[config.mk]
export PLATFORM = sky130hd
export DESIGN_NAME = pair_dispatch
export DESIGN_NICKNAME = d
export VERILOG_FILES = /design/src/rtl/pair_dispatch_pkg.sv /design/src/rtl/pair_dispatch_dp.sv /design/src/rtl/pair_dispatch_ctrl.sv /design/src/rtl/pair_dispatch.sv
export SDC_FILE = /design/constraint.sdc
export NUM_CORES = 1
export LEC_CHECK = 0
export BUFFER_PORTS_ARGS = -buffer_cell sky130_fd_sc_hd__buf_2
export CAP_MARGIN = 20
export CELL_PAD_IN_SITES_DETAIL_PLACEMENT = 2
export CELL_PAD_IN_SITES_GLOBAL_PLACEMENT = 2
export CORE_AREA = 4 4 89 91
export DETAILED_ROUTE_END_ITERATION = 12
export DIE_AREA = 0 0 93 95
export PLACE_DENSITY = 0.73
export SLEW_MARGIN = 0
export SYNTH_ARGS = -nofsm -noshare
export SYNTH_HDL_FRONTEND = slang
export SYNTH_SLANG_ARGS = --single-unit
[constraint.sdc]
create_clock -name clk -period 1.6 [get_ports clk]
set_clock_uncertainty 0.1 [all_clocks]
set_input_delay 0.08 -clock clk [delete_from_list [all_inputs] [get_ports clk]]
set_output_delay 0.08 -clock clk [all_outputs]
set_load 0.1 [all_outputs]
[src/rtl/pair_dispatch_pkg.sv]
package pair_dispatch_pkg;
  parameter int REG_W = 4;

  typedef struct packed {
    logic             secCap;
    logic             isFp;
    logic             dstWe;
    logic [REG_W-1:0] dst;
    logic             srcAVld;
    logic [REG_W-1:0] srcA;
    logic             srcBVld;
    logic [REG_W-1:0] srcB;
  } instrT;

  localparam int ENTRY_W = $bits(instrT);
  localparam int NUM_SRC = 2;

  typedef struct packed {
    logic issuePri;
    logic issueSec;
    logic clearAll;
  } strobeT;
endpackage

[src/rtl/pair_dispatch_dp.sv]
module pair_dispatch_dp
  import pair_dispatch_pkg::*;
(
  input  logic   clk,
  input  logic   rstN,
  input  instrT  oldIn,
  input  instrT  youngIn,
  input  strobeT strobe,
  output logic   hazard,
  output logic   priIssue,
  output instrT  priInstr,
  output logic   secIssue,
  output instrT  secInstr
);
  logic [NUM_SRC-1:0]   srcVld;
  logic [REG_W-1:0]     srcReg [NUM_SRC];
  logic [NUM_SRC-1:0]   srcHit;

  assign srcVld    = {youngIn.srcBVld, youngIn.srcAVld};
  assign srcReg[0] = youngIn.srcA;
  assign srcReg[1] = youngIn.srcB;

  for (genvar s = 0; s < NUM_SRC; s++) begin : gSrcCmp
    assign srcHit[s] = srcVld[s] && (srcReg[s] == oldIn.dst);
  end

  assign hazard = oldIn.dstWe && (|srcHit);

  always_ff @(posedge clk) begin
    if (!rstN) begin
      priIssue <= 1'b0;
      secIssue <= 1'b0;
      priInstr <= '0;
      secInstr <= '0;
    end else begin
      priIssue <= strobe.issuePri;
      secIssue <= strobe.issueSec;
      if (strobe.issuePri)      priInstr <= oldIn;
      else if (strobe.clearAll) priInstr <= '0;
      if (strobe.issueSec)      secInstr <= youngIn;
      else if (strobe.clearAll) secInstr <= '0;
    end
  end
endmodule

[src/rtl/pair_dispatch_ctrl.sv]
module pair_dispatch_ctrl
  import pair_dispatch_pkg::*;
(
  input  logic       oldVld,
  input  logic       youngVld,
  input  logic       youngSecCap,
  input  logic       youngIsFp,
  input  logic       hazard,
  input  logic       stall,
  input  logic       flush,
  output strobeT     strobe,
  output logic [1:0] popCnt
);
  logic canPri;
  logic canSec;

  assign canPri = oldVld && !stall && !flush;
  assign canSec = canPri && youngVld && youngSecCap && !youngIsFp && !hazard;

  always_comb begin
    strobe          = '0;
    strobe.issuePri = canPri;
    strobe.issueSec = canSec;
    strobe.clearAll = flush;
    popCnt          = {1'b0, canPri} + {1'b0, canSec};
  end
endmodule

[src/rtl/pair_dispatch.sv]
module pair_dispatch
  import pair_dispatch_pkg::*;
(
  input  logic               clk,
  input  logic               rstN,
  input  logic               flush,
  input  logic               stall,
  input  logic               oldVld,
  input  logic [ENTRY_W-1:0] oldInstr,
  input  logic               youngVld,
  input  logic [ENTRY_W-1:0] youngInstr,
  output logic [1:0]         popCnt,
  output logic               priIssue,
  output logic [ENTRY_W-1:0] priInstr,
  output logic               secIssue,
  output logic [ENTRY_W-1:0] secInstr
);
  instrT  oldE, youngE, priE, secE;
  strobeT strobe;
  logic   hazard;

  assign oldE   = instrT'(oldInstr);
  assign youngE = instrT'(youngInstr);

  pair_dispatch_ctrl ctrl_i (
    .oldVld(oldVld), .youngVld(youngVld),
    .youngSecCap(youngE.secCap), .youngIsFp(youngE.isFp),
    .hazard(hazard), .stall(stall), .flush(flush),
    .strobe(strobe), .popCnt(popCnt)
  );

  pair_dispatch_dp dp_i (
    .clk(clk), .rstN(rstN), .oldIn(oldE), .youngIn(youngE),
    .strobe(strobe), .hazard(hazard),
    .priIssue(priIssue), .priInstr(priE),
    .secIssue(secIssue), .secInstr(secE)
  );

  assign priInstr = priE;
  assign secInstr = secE;
endmodule

==> flow_summary.yaml, run 1 <==
critical_path:
  start_kind: "input port"
  worstPathMaxFanout: 2
  slowest_delay_ns: 0.44
  worstPathArrival_ns: 1.57
  crit_path_end_kind: "primary output"
  crit_slowest_cell: "or4_4"
  crit_path_cell_trace: "buf_6 > nor2b_4 > a221o_1 > or4_4 > o2111ai_4 > inv_4 > ha_4 > buf_12"
  crit_family: "simple AND/OR/NAND/NOR gates"
  path_buf_inv: 3
  critPathKind: "input port to primary output"
  cp_data_required_time_ns: 1.42
outcome:
  violations: "negative setup slack"
  status: "finished, violations left"
floorplanning:
  die_w_um: 93
  chipHeight_um: 95
  start_util_pct: 20.46
  core_um2: 7137
  io_pins: 78
  die_area_um2: 8835
  rows: 31
clocking:
  cts_buffer_depth: 2
  cts_max_level: 2
  clockRootBuffer: "clkbuf_8"
  cts.sinks: 36
  cts_made_buffers: 5
  cts.clk_slew.worst_paths_ns: 0.07
  clk_latency_ns: 0.28
  cts_tree: "yes"
placement:
  port_buffers: 77
  dp_slack_ns: -0.2888
  placed_cell_area_um2: 2085
  place.gp.congestion: 0.7398
  hpwl_um: 3985
routing:
  detail_route.wl_per_cell_um: 14.37
  drtAntennaViolNets: 0
  num_vias: 1636
  dr.first_iter.drc_count: 20
  post-route-drc-count: 0
  first_pass_iters: 2
  drt-total-wl_um: 5690
  viasPerCell: 4.131
grt:
  track_usage_pct: 13.25
  grt_overflow_total: 0
  first_global_vias: 1831
  grt_pass1_wl_um: 9121
  grt_max_degree: 19
  antenna_found_initial: 0
timing:
  layout_setup_ws_ns: -0.1520
  relSlewSlack_pct: 66.94
  tns_ns: -0.1932
  min_period_ns: 1.752
  rsz0062_at_grt: "yes"
  fin_crit_sh_pct: 109.5
  finalMaxSlewViolations: 0
  worst_pin_slew_ns: 0.4994
  setup_viol: 3
  finalHoldViolCount: 0
  fmax_ghz: 0.5708
power_and_ir_drop:
  switching_power_uw: 549.5
  netSwitchingFraction_pct: 27.96
  power.internal_mw: 1.416
  share_seq_of_total_power_pct: 46.5
  power_frac_clock_pct: 34.3
  p_comb_share_pct: 19.2
  leakagePower_nw: 1.262
  power_density_nw_per_um2: 769.5
  power_mw: 1.965
  ir_worst_vdd_mv: 0.3168
cells_and_area:
  fin_area_um2: 2554
  area_growth_pct: 74.89
  insertedDiodeCount: 0
  drive_gt1_share_pct: 38.38
  fin_util_pct: 35.78
  nets: 337
job:
  maxCapViolations: 0
synth:
  synth_area_um2: 1460
  synth_nets: 215
  yosys.area.top_type: "dfxtp_1"
  synth_top_area_share_pct: 49.36
  ys.flop_type: "dfxtp_1"
  synth_edf_count: 0
  yosysWarnings: 0
  async_flop_share_pct: 0
  synth.area.top_cells: "dfxtp_1 (49%), nand2_1 (17%), mux2i_1 (10%), a21oi_1 (6.2%), xnor2_1 (2.4%)"
  avgSynthCellArea_um2: 8.392
  synthCells: 174
  synth.ff_latch_count: 36
  synth.distinct_cells: 23
  yosysSeqAreaShare_pct: 49.36
min_path:
  holdCritPathClass: "input port to flop"
-- worst register-to-register path: cells and delay by family, from the launching register on --
family | cells | cell delay (ns)
multiplexers | 1 | 0.15
AND/OR/NAND/NOR | 1 | 0.07
flip-flops | 1 | 0.32
-- power by group through the flow --
| stage | sequential [mW] | clock (mW) | combinational, mW |
|---|---|---|---|
| after global placement | 0.933 | 0 | 0.308 |
| final | 0.913 | 0.675 | 0.377 |
| after detailed placement | 0.934 | 0 | 0.315 |
| after floorplan | 1.02 | 0 | 0.0955 |
| after CTS | 0.913 | 0.716 | 0.375 |
| after global routing | 0.914 | 0.756 | 0.407 |
-- worst paths after layout --
check,from,endpoint,slack (ns),cells after the start
setup / recovery,youngInstr[5],popCnt[0],-0.15,8
hold / removal,flush,dp_i.secInstr[16]$_SDFFE_PN0P_,0.04,3
setup reg to reg,dp_i.secInstr[13]$_SDFFE_PN0P_,dp_i.secInstr[13]$_SDFFE_PN0P_,0.89,2
hold reg to reg,dp_i.priInstr[5]$_SDFFE_PN0P_,dp_i.priInstr[5]$_SDFFE_PN0P_,0.35,2
-- registers in the layout, summed over array words and instances (netlist names) --
signal         flops
dp_i.priInstr     17
dp_i.secInstr     17
dp_i.secIssue      1
dp_i.priIssue      1
-- layout by cell type (no fill, tap or decap) --
cell type,netlist,layout
a21oi_1,18,18
a221o_1,1,1
and3_2,1,1
buf_12,1,3
buf_2,0,72
buf_4,0,19
buf_6,1,4
clkbuf_1,9,2
clkbuf_16,0,1
clkbuf_8,0,6
dfxtp_1,36,36
dlygate4sd3_1,0,27
ha_4,0,1
inv_1,3,2
inv_2,2,2
inv_4,0,1
mux2i_1,15,14
mux2i_2,0,1
nand2_1,65,65
nand2b_1,3,3
nand3_1,2,2
nor2_1,4,4
nor2b_1,2,1
nor2b_4,0,1
nor3_1,1,1
o2111ai_4,0,1
o211ai_1,1,1
o22ai_1,1,1
or4_4,0,1
xnor2_1,4,4
xor2_1,1,1
-- metrics by stage --
stage                     instances  hold WS, ns
after floorplan                 174      0.05931
after global placement          357       0.2209
after detailed placement        357       0.2297
after CTS                       393      0.03577
after global routing            396      0.06049
final                           396      0.03974
-- synth_stat cells (2+ instances only) --
cell type  number
mux2i_1        15
inv_1           3
inv_2           2
nand2_1        65
clkbuf_1        9
xnor2_1         4
nand2b_1        3
nor2b_1         2
nor2_1          4
nand3_1         2
dfxtp_1        36
a21oi_1        18
-- layer usage --
| layer | GRT usage (%) | vias up | routed length, um |
|---|---|---|---|
| li1 | - | 805 | - |
| met5 | 0 | - | 0 |
| met2 | 25.49 | 46 | 3084 |
| met1 | 14.27 | 780 | 2259 |
| met3 | 3.347 | 5 | 291 |
| met4 | 3.663 | 0 | 55 |
-- final cells by class --
type | count | area (um^2)
Fill cell | 836 | 4583
Clock buffer | 8 | 90.09
Timing Repair Buffer | 126 | 903.4
Multi-Input combinational cell | 122 | 694.4
Sequential cell | 36 | 720.7
Inverter | 5 | 21.27
Tap cell | 99 | 123.9
-- kinds of logic (layout without fill, tap and decap cells) --
family,count (synthesis),in the layout,share of synthesized area (%)
buffers and inverters,16,139,5.741
and+or+nand+nor,79,79,21.94
AOI/OAI and AO/OA,22,22,8.826
adders and majority gates,1,1,0.8568
xor gates and xnor gates,5,5,2.999
muxes,15,15,10.28
DFF,36,36,49.36
-- repair_timing --
action	in CTS	in global routing
cloned	0	1
gates resized for setup	7	5
pin swaps	0	0
setup endpoints to repair	2	4
buffers inserted	1	2
endpoints found under the hold margin	27	0
hold buffers	27	0
Note: power is estimated with default switching activity, not from simulation.
==> run 2: changes to the inputs <==
--- a/config.mk
+++ b/config.mk
@@ -9,10 +9,10 @@
 export CAP_MARGIN = 20
 export CELL_PAD_IN_SITES_DETAIL_PLACEMENT = 2
 export CELL_PAD_IN_SITES_GLOBAL_PLACEMENT = 2
-export CORE_AREA = 4 4 89 91
+export CORE_AREA = 4 4 85 87
 export DETAILED_ROUTE_END_ITERATION = 12
-export DIE_AREA = 0 0 93 95
-export PLACE_DENSITY = 0.73
+export DIE_AREA = 0 0 89 91
+export PLACE_DENSITY = 0.78
 export SLEW_MARGIN = 0
 export SYNTH_ARGS = -nofsm -noshare
 export SYNTH_HDL_FRONTEND = slang
==> constraint.sdc (replaced) <==
create_clock -name clk -period 1.7 [get_ports clk]
set_clock_uncertainty 0.1 [all_clocks]
set_input_delay 0.085 -clock clk [delete_from_list [all_inputs] [get_ports clk]]
set_output_delay 0.085 -clock clk [all_outputs]
set_load 0.1 [all_outputs]
==> run 2 against run 1 <==
The run still ends with negative setup slack left. Worst hold slack worse by 0.014 ns. Sequential cell count stayed put. Non-clock buffer count is 6 lower. Highest routed layer unchanged. Critical path depth stayed put. Clock power is 7.1% lower. Critical path type unchanged. Count of clock-buffer cells in the layout is 2 lower. Setup slack better by 0.074 ns. Sequential share of layout area is 1.4 points higher. Routed wire length is 2.0% lower. Die area is 8.3% lower. Global-route usage is 0.88 points higher.
==> flow_summary.yaml, run 2 (synthesis gave the netlist of run 1 again) <==
critical_path:
  timing.rr.end: "dp_i.priInstr[9]$_SDFFE_PN0P_"
  r2r_setup_slack_ns: 0.98
  worstPathArrival_ns: 1.59
  worstRegToRegCells: 2
  worstPathMaxFanout: 2
  crit_slowest_cell: "or4_4"
  cp_data_required_time_ns: 1.51
  start_kind: "input port"
  slowest_delay_ns: 0.44
  reg2reg_from: "dp_i.priInstr[9]$_SDFFE_PN0P_"
  crit_path_end_kind: "primary output"
  crit_path_cell_trace: "buf_6 > nor2b_1 > a221o_1 > or4_4 > o2111ai_4 > inv_4 > ha_4 > buf_12"
  critPathKind: "input port to primary output"
grt:
  grt_pass1_wl_um: 8928
  grt_max_degree: 19
  grt_overflow_total: 0
  antenna_found_initial: 0
  first_global_vias: 1799
  track_usage_pct: 14.14
clocking:
  cts_max_level: 2
  cts.clk_slew.worst_paths_ns: 0.08
  cts_made_buffers: 5
  clockRootBuffer: "clkbuf_8"
  cts_tree: "yes"
  cts_buffer_depth: 2
  clk_latency_ns: 0.28
  cts.sinks: 36
cells_and_area:
  final_common_cell: "buf_2"
  insertedDiodeCount: 0
  largest_registers: "dp_i.priInstr: 17 flops, dp_i.secInstr: 17 flops"
  mostFrequentLayoutCells: "buf_2 (74), nand2_1 (65), dfxtp_1 (36), dlygate4sd3_1 (27), a21oi_1 (18)"
  nets: 331
  area_growth_pct: 66.67
  drive_gt1_share_pct: 37.11
min_path:
  holdCritPathClass: "input port to flop"
  min_to: "dp_i.secInstr[16]$_SDFFE_PN0P_"
  min_from: "flush"
  hold-path-cell-count: 3
power_and_ir_drop:
  switching_power_uw: 513.5
  power_frac_clock_pct: 34.3
  ir_worst_vdd_mv: 0.3108
  power_density_nw_per_um2: 750.7
  share_seq_of_total_power_pct: 47.0
  p_comb_share_pct: 18.7
  power_mw: 1.827
  netSwitchingFraction_pct: 28.11
  power.internal_mw: 1.313
  leakagePower_nw: 1.226
outcome:
  violations: "negative setup slack"
  status: "finished, violations left"
routing:
  drtAntennaViolNets: 0
  drt-total-wl_um: 5579
  num_vias: 1613
  first_pass_iters: 2
  viasPerCell: 4.383
  dr.first_iter.drc_count: 21
  post-route-drc-count: 0
  detail_route.wl_per_cell_um: 15.16
timing:
  finalMaxSlewViolations: 0
  worst_pin_slew_ns: 0.6839
  fmax_ghz: 0.5626
  layout_setup_ws_ns: -0.07752
  finalHoldViolCount: 0
  setup_viol: 1
  rsz0062_at_grt: "yes"
  hold_ws_ns: 0.02602
  relSlewSlack_pct: 54.41
  fin_crit_sh_pct: 104.6
  min_period_ns: 1.778
  tns_ns: -0.07752
floorplanning:
  rows: 29
  die_w_um: 89
  io_pins: 78
  chipHeight_um: 91
  start_util_pct: 23.00
  core_um2: 6350
  die_area_um2: 8099
placement:
  hpwl_um: 4005
  port_buffers: 77
  place.gp.congestion: 0.7000
job:
  maxCapViolations: 0
run 2: layout make-up:
type,instances,area [um^2]
fill,738,3916
timing repair buffer,120,819.5
sequential,36,720.7
multi-input combinational,122,683.2
tap,77,96.34
clock buffer,6,82.58
inverter,5,21.27
clock inverter,2,10.01
run 2: worst max path at each step:
stage                                     endpoint  depth (start not counted)  slack (ns)          start
floorplan                                popCnt[0]                          8       -0.19  youngInstr[5]
global placement                         popCnt[0]                          8       -0.12  youngInstr[5]
detailed placement  dp_i.secInstr[11]$_SDFFE_PN0P_                          7       -0.17  youngInstr[5]
CTS                                      popCnt[0]                          8       -0.09  youngInstr[5]
global route                             popCnt[0]                          8       -0.13  youngInstr[5]
finish                                   popCnt[0]                          8       -0.08  youngInstr[5]
run 2: metal layers:
layer / up-vias / global-route usage [%] / part of all wire (%)
met5: - / 0 / 0
met4: 0 / 3.846 / 1.5
met1: 764 / 16.26 / 40
met2: 49 / 25.31 / 53
met3: 11 / 3.801 / 5.6
li1: 789 / - / -
run 2: power by group through the flow:
| stage | combinational [mW] | clock (mW) | sequential, mW |
|---|---|---|---|
| after floorplan | 0.0899 | 0 | 0.961 |
| after global placement | 0.286 | 0 | 0.878 |
| after detailed placement | 0.290 | 0 | 0.879 |
| after CTS | 0.343 | 0.663 | 0.859 |
| after global routing | 0.370 | 0.703 | 0.861 |
| final | 0.341 | 0.627 | 0.859 |
run 2: repair_timing:
action,4_1_cts,5_1_grt
setup buffers,1,1
setup endpoints to repair,2,2
resized for setup,3,2
hold buffers,27,0
endpoints found under the hold margin,27,0
run 2: worst max-delay path, delay by kind of cell:
kind | cells | cell delay (ns)
simple gates | 2 | 0.55
fa+ha+maj | 1 | 0.27
buf+inv | 3 | 0.31
compound gates | 2 | 0.37
run 2: per-stage QoR:
step / util [%] / instances / setup slack [ns] / instance area (um^2)
6_report: 38.33 / 368 / -0.07752 / 2434
5_1_grt: 38.33 / 368 / -0.1283 / 2434
4_1_cts: 38.09 / 367 / -0.08952 / 2419
3_5_place_dp: 31.92 / 331 / -0.1731 / 2027
3_3_place_gp: 31.92 / 331 / -0.1152 / 2027
2_1_floorplan: - / 174 / -0.1938 / 1475
==> run 3: changes to the inputs <==
--- a/config.mk
+++ b/config.mk
@@ -9,10 +9,11 @@
 export CAP_MARGIN = 20
 export CELL_PAD_IN_SITES_DETAIL_PLACEMENT = 2
 export CELL_PAD_IN_SITES_GLOBAL_PLACEMENT = 2
-export CORE_AREA = 4 4 85 87
+export CORE_AREA = 4 4 83 85
+export CTS_BUF_LIST = sky130_fd_sc_hd__clkbuf_8
 export DETAILED_ROUTE_END_ITERATION = 12
-export DIE_AREA = 0 0 89 91
-export PLACE_DENSITY = 0.78
+export DIE_AREA = 0 0 87 89
+export PLACE_DENSITY = 0.81
 export SLEW_MARGIN = 0
 export SYNTH_ARGS = -nofsm -noshare
 export SYNTH_HDL_FRONTEND = slang
==> run 3 against run 2 <==
Worst hold slack gained 0.0029 ns. Final cell count decreased by 0.27%. Sequential share of layout area down 0.15 points. Sequential cell count unchanged. Critical path type unchanged. Non-clock buffer count fell by 1. Core utilization up 1.1 points. Setup slack improved by 0.011 ns. The flow still finishes with violations (negative setup slack). Largest cell class unchanged. Via count rose by 0.50%. Power increased by 6.7%. Count of clock-buffer cells in the layout down 1. Critical path depth unchanged. Largest power group unchanged.
==> flow_summary.yaml, run 3 (synthesis gave the netlist of run 1 again) <==
outcome:
  status: "finished, violations left"
  violations: "negative setup slack"
floorplanning:
  io_pins: 78
  rows: 29
  start_util_pct: 23.53
  die_area_um2: 7743
  core_um2: 6205
  die_w_um: 87
  chipHeight_um: 89
timing:
  worst_pin_slew_ns: 0.7277
  layout_setup_ws_ns: -0.06695
  min_period_ns: 1.767
  setup_viol: 1
  rsz0062_at_grt: "yes"
  fin_crit_sh_pct: 103.9
  finalMaxSlewViolations: 0
  relSlewSlack_pct: 51.48
  tns_ns: -0.06695
  finalHoldViolCount: 0
  fmax_ghz: 0.5659
min_path:
  holdCritPathClass: "input port to flop"
power_and_ir_drop:
  netSwitchingFraction_pct: 27.13
  power.internal_mw: 1.420
  leakagePower_nw: 1.226
  power_density_nw_per_um2: 796.8
  power_mw: 1.949
  p_comb_share_pct: 17.6
  power_frac_clock_pct: 38.3
  switching_power_uw: 528.7
  share_seq_of_total_power_pct: 44.1
  ir_worst_vdd_mv: 0.3486
critical_path:
  slowest_delay_ns: 0.43
  crit_family: "simple AND/OR/NAND/NOR gates"
  crit_path_cell_trace: "buf_6 > nor2b_1 > a221o_1 > or4_4 > o2111ai_4 > inv_4 > ha_4 > buf_12"
  path_buf_inv: 3
  critPathKind: "input port to primary output"
  worstPathMaxFanout: 2
  cp_data_required_time_ns: 1.51
  worstPathArrival_ns: 1.58
  crit_path_end_kind: "primary output"
  crit_slowest_cell: "or4_4"
  start_kind: "input port"
grt:
  grt_max_degree: 19
  grt_overflow_total: 0
  grt_pass1_wl_um: 8783
  antenna_found_initial: 0
  first_global_vias: 1731
  track_usage_pct: 14.79
cells_and_area:
  final_common_cell: "buf_2"
  nets: 330
  nFillCells: 726
  drive_gt1_share_pct: 36.21
  largest_registers: "dp_i.priInstr: 17 flops, dp_i.secInstr: 17 flops"
  mostFrequentLayoutCells: "buf_2 (73), nand2_1 (65), dfxtp_1 (36), dlygate4sd3_1 (28), a21oi_1 (18)"
  insertedDiodeCount: 0
  area_growth_pct: 67.52
clocking:
  cts.sinks: 36
  cts_max_level: 2
  clockRootBuffer: "clkbuf_8"
  cts.clk_slew.worst_paths_ns: 0.08
  cts_made_buffers: 5
  clk_latency_ns: 0.28
  cts_buffer_depth: 2
  cts_tree: "yes"
routing:
  post-route-drc-count: 0
  first_pass_iters: 4
  viasPerCell: 4.417
  num_vias: 1621
  drt-total-wl_um: 5662
  detail_route.wl_per_cell_um: 15.43
  drtAntennaViolNets: 0
  dr.first_iter.drc_count: 49
placement:
  hpwl_um: 3976
  dp_slack_ns: -0.1975
  port_buffers: 77
  place.gp.congestion: 0.6921
job:
  maxCapViolations: 0
[run 3: cell types whose count changed in the layout (fill, tap and decap cells not counted)]
cell / before / now
buf_4: 15 / 13
buf_6: 1 / 3
buf_2: 74 / 73
buf_8: 1 / 0
bufinv_16: 0 / 1
clkbuf_8: 6 / 5
clkinv_2: 2 / 1
dlygate4sd3_1: 27 / 28
inv_1: 2 / 3
[run 3: through the flow]
step | util, % | instances | instance area (um^2) | hold slack (ns)
global route | 39.42 | 367 | 2446 | 0.04955
global placement | 32.55 | 330 | 2019 | 0.2259
CTS | 39.36 | 367 | 2442 | 0.001695
detailed placement | 32.55 | 330 | 2019 | 0.2351
floorplan | - | 174 | 1475 | 0.06431
finish | 39.42 | 367 | 2446 | 0.02891
[run 3: worst paths after layout]
kind	start	to	slack [ns]	cells past startpoint
max reg2reg	dp_i.secInstr[4]$_SDFFE_PN0P_	dp_i.secInstr[4]$_SDFFE_PN0P_	0.96	2
min	youngInstr[4]	dp_i.secInstr[4]$_SDFFE_PN0P_	0.03	3
min reg2reg	dp_i.priInstr[2]$_SDFFE_PN0P_	dp_i.priInstr[2]$_SDFFE_PN0P_	0.36	2
max	youngInstr[5]	popCnt[0]	-0.07	8
[run 3: final cells by class]
cell class | instances | area [um^2] | share of cell area, %
clock inverter | 3 | 38.79 | 1.586
timing repair buffer | 119 | 817.0 | 33.40
inverter | 5 | 21.27 | 0.8696
clock buffer | 5 | 68.82 | 2.813
multi-input combinational | 122 | 683.2 | 27.93
sequential | 36 | 720.7 | 29.46
tap | 77 | 96.34 | 3.939
[run 3: repair_timing]
action                                 in CTS  in global routing
setup endpoints to repair                   2                  2
endpoints found under the hold margin      28                  0
gates resized for setup                     5                  1
hold buffers                               28                  0
setup buffers                               1                  0
cloned                                      0                  0
[run 3: worst register-to-register path: stages (launching register included)]
cell	delay, ns
dfxtp_1	0.33
nand2_1	0.07
mux2i_1	0.17
[run 3: power groups by stage]
stage / clock network, mW / registers, mW / logic [mW]
detailed placement: 0 / 0.879 / 0.289
floorplan: 0 / 0.961 / 0.0899
CTS: 0.776 / 0.859 / 0.345
global route: 0.822 / 0.860 / 0.371
global placement: 0 / 0.878 / 0.281
finish: 0.747 / 0.859 / 0.343
[run 3: metal layers]
layer / track usage (%) / part of all wire (%) / up-vias
li1: - / - / 790
met1: 17.19 / 41 / 780
met2: 27.54 / 53 / 47
met3: 3.594 / 4.8 / 4
met4: 2.975 / 0.81 / 0
met5: 0 / 0 / -
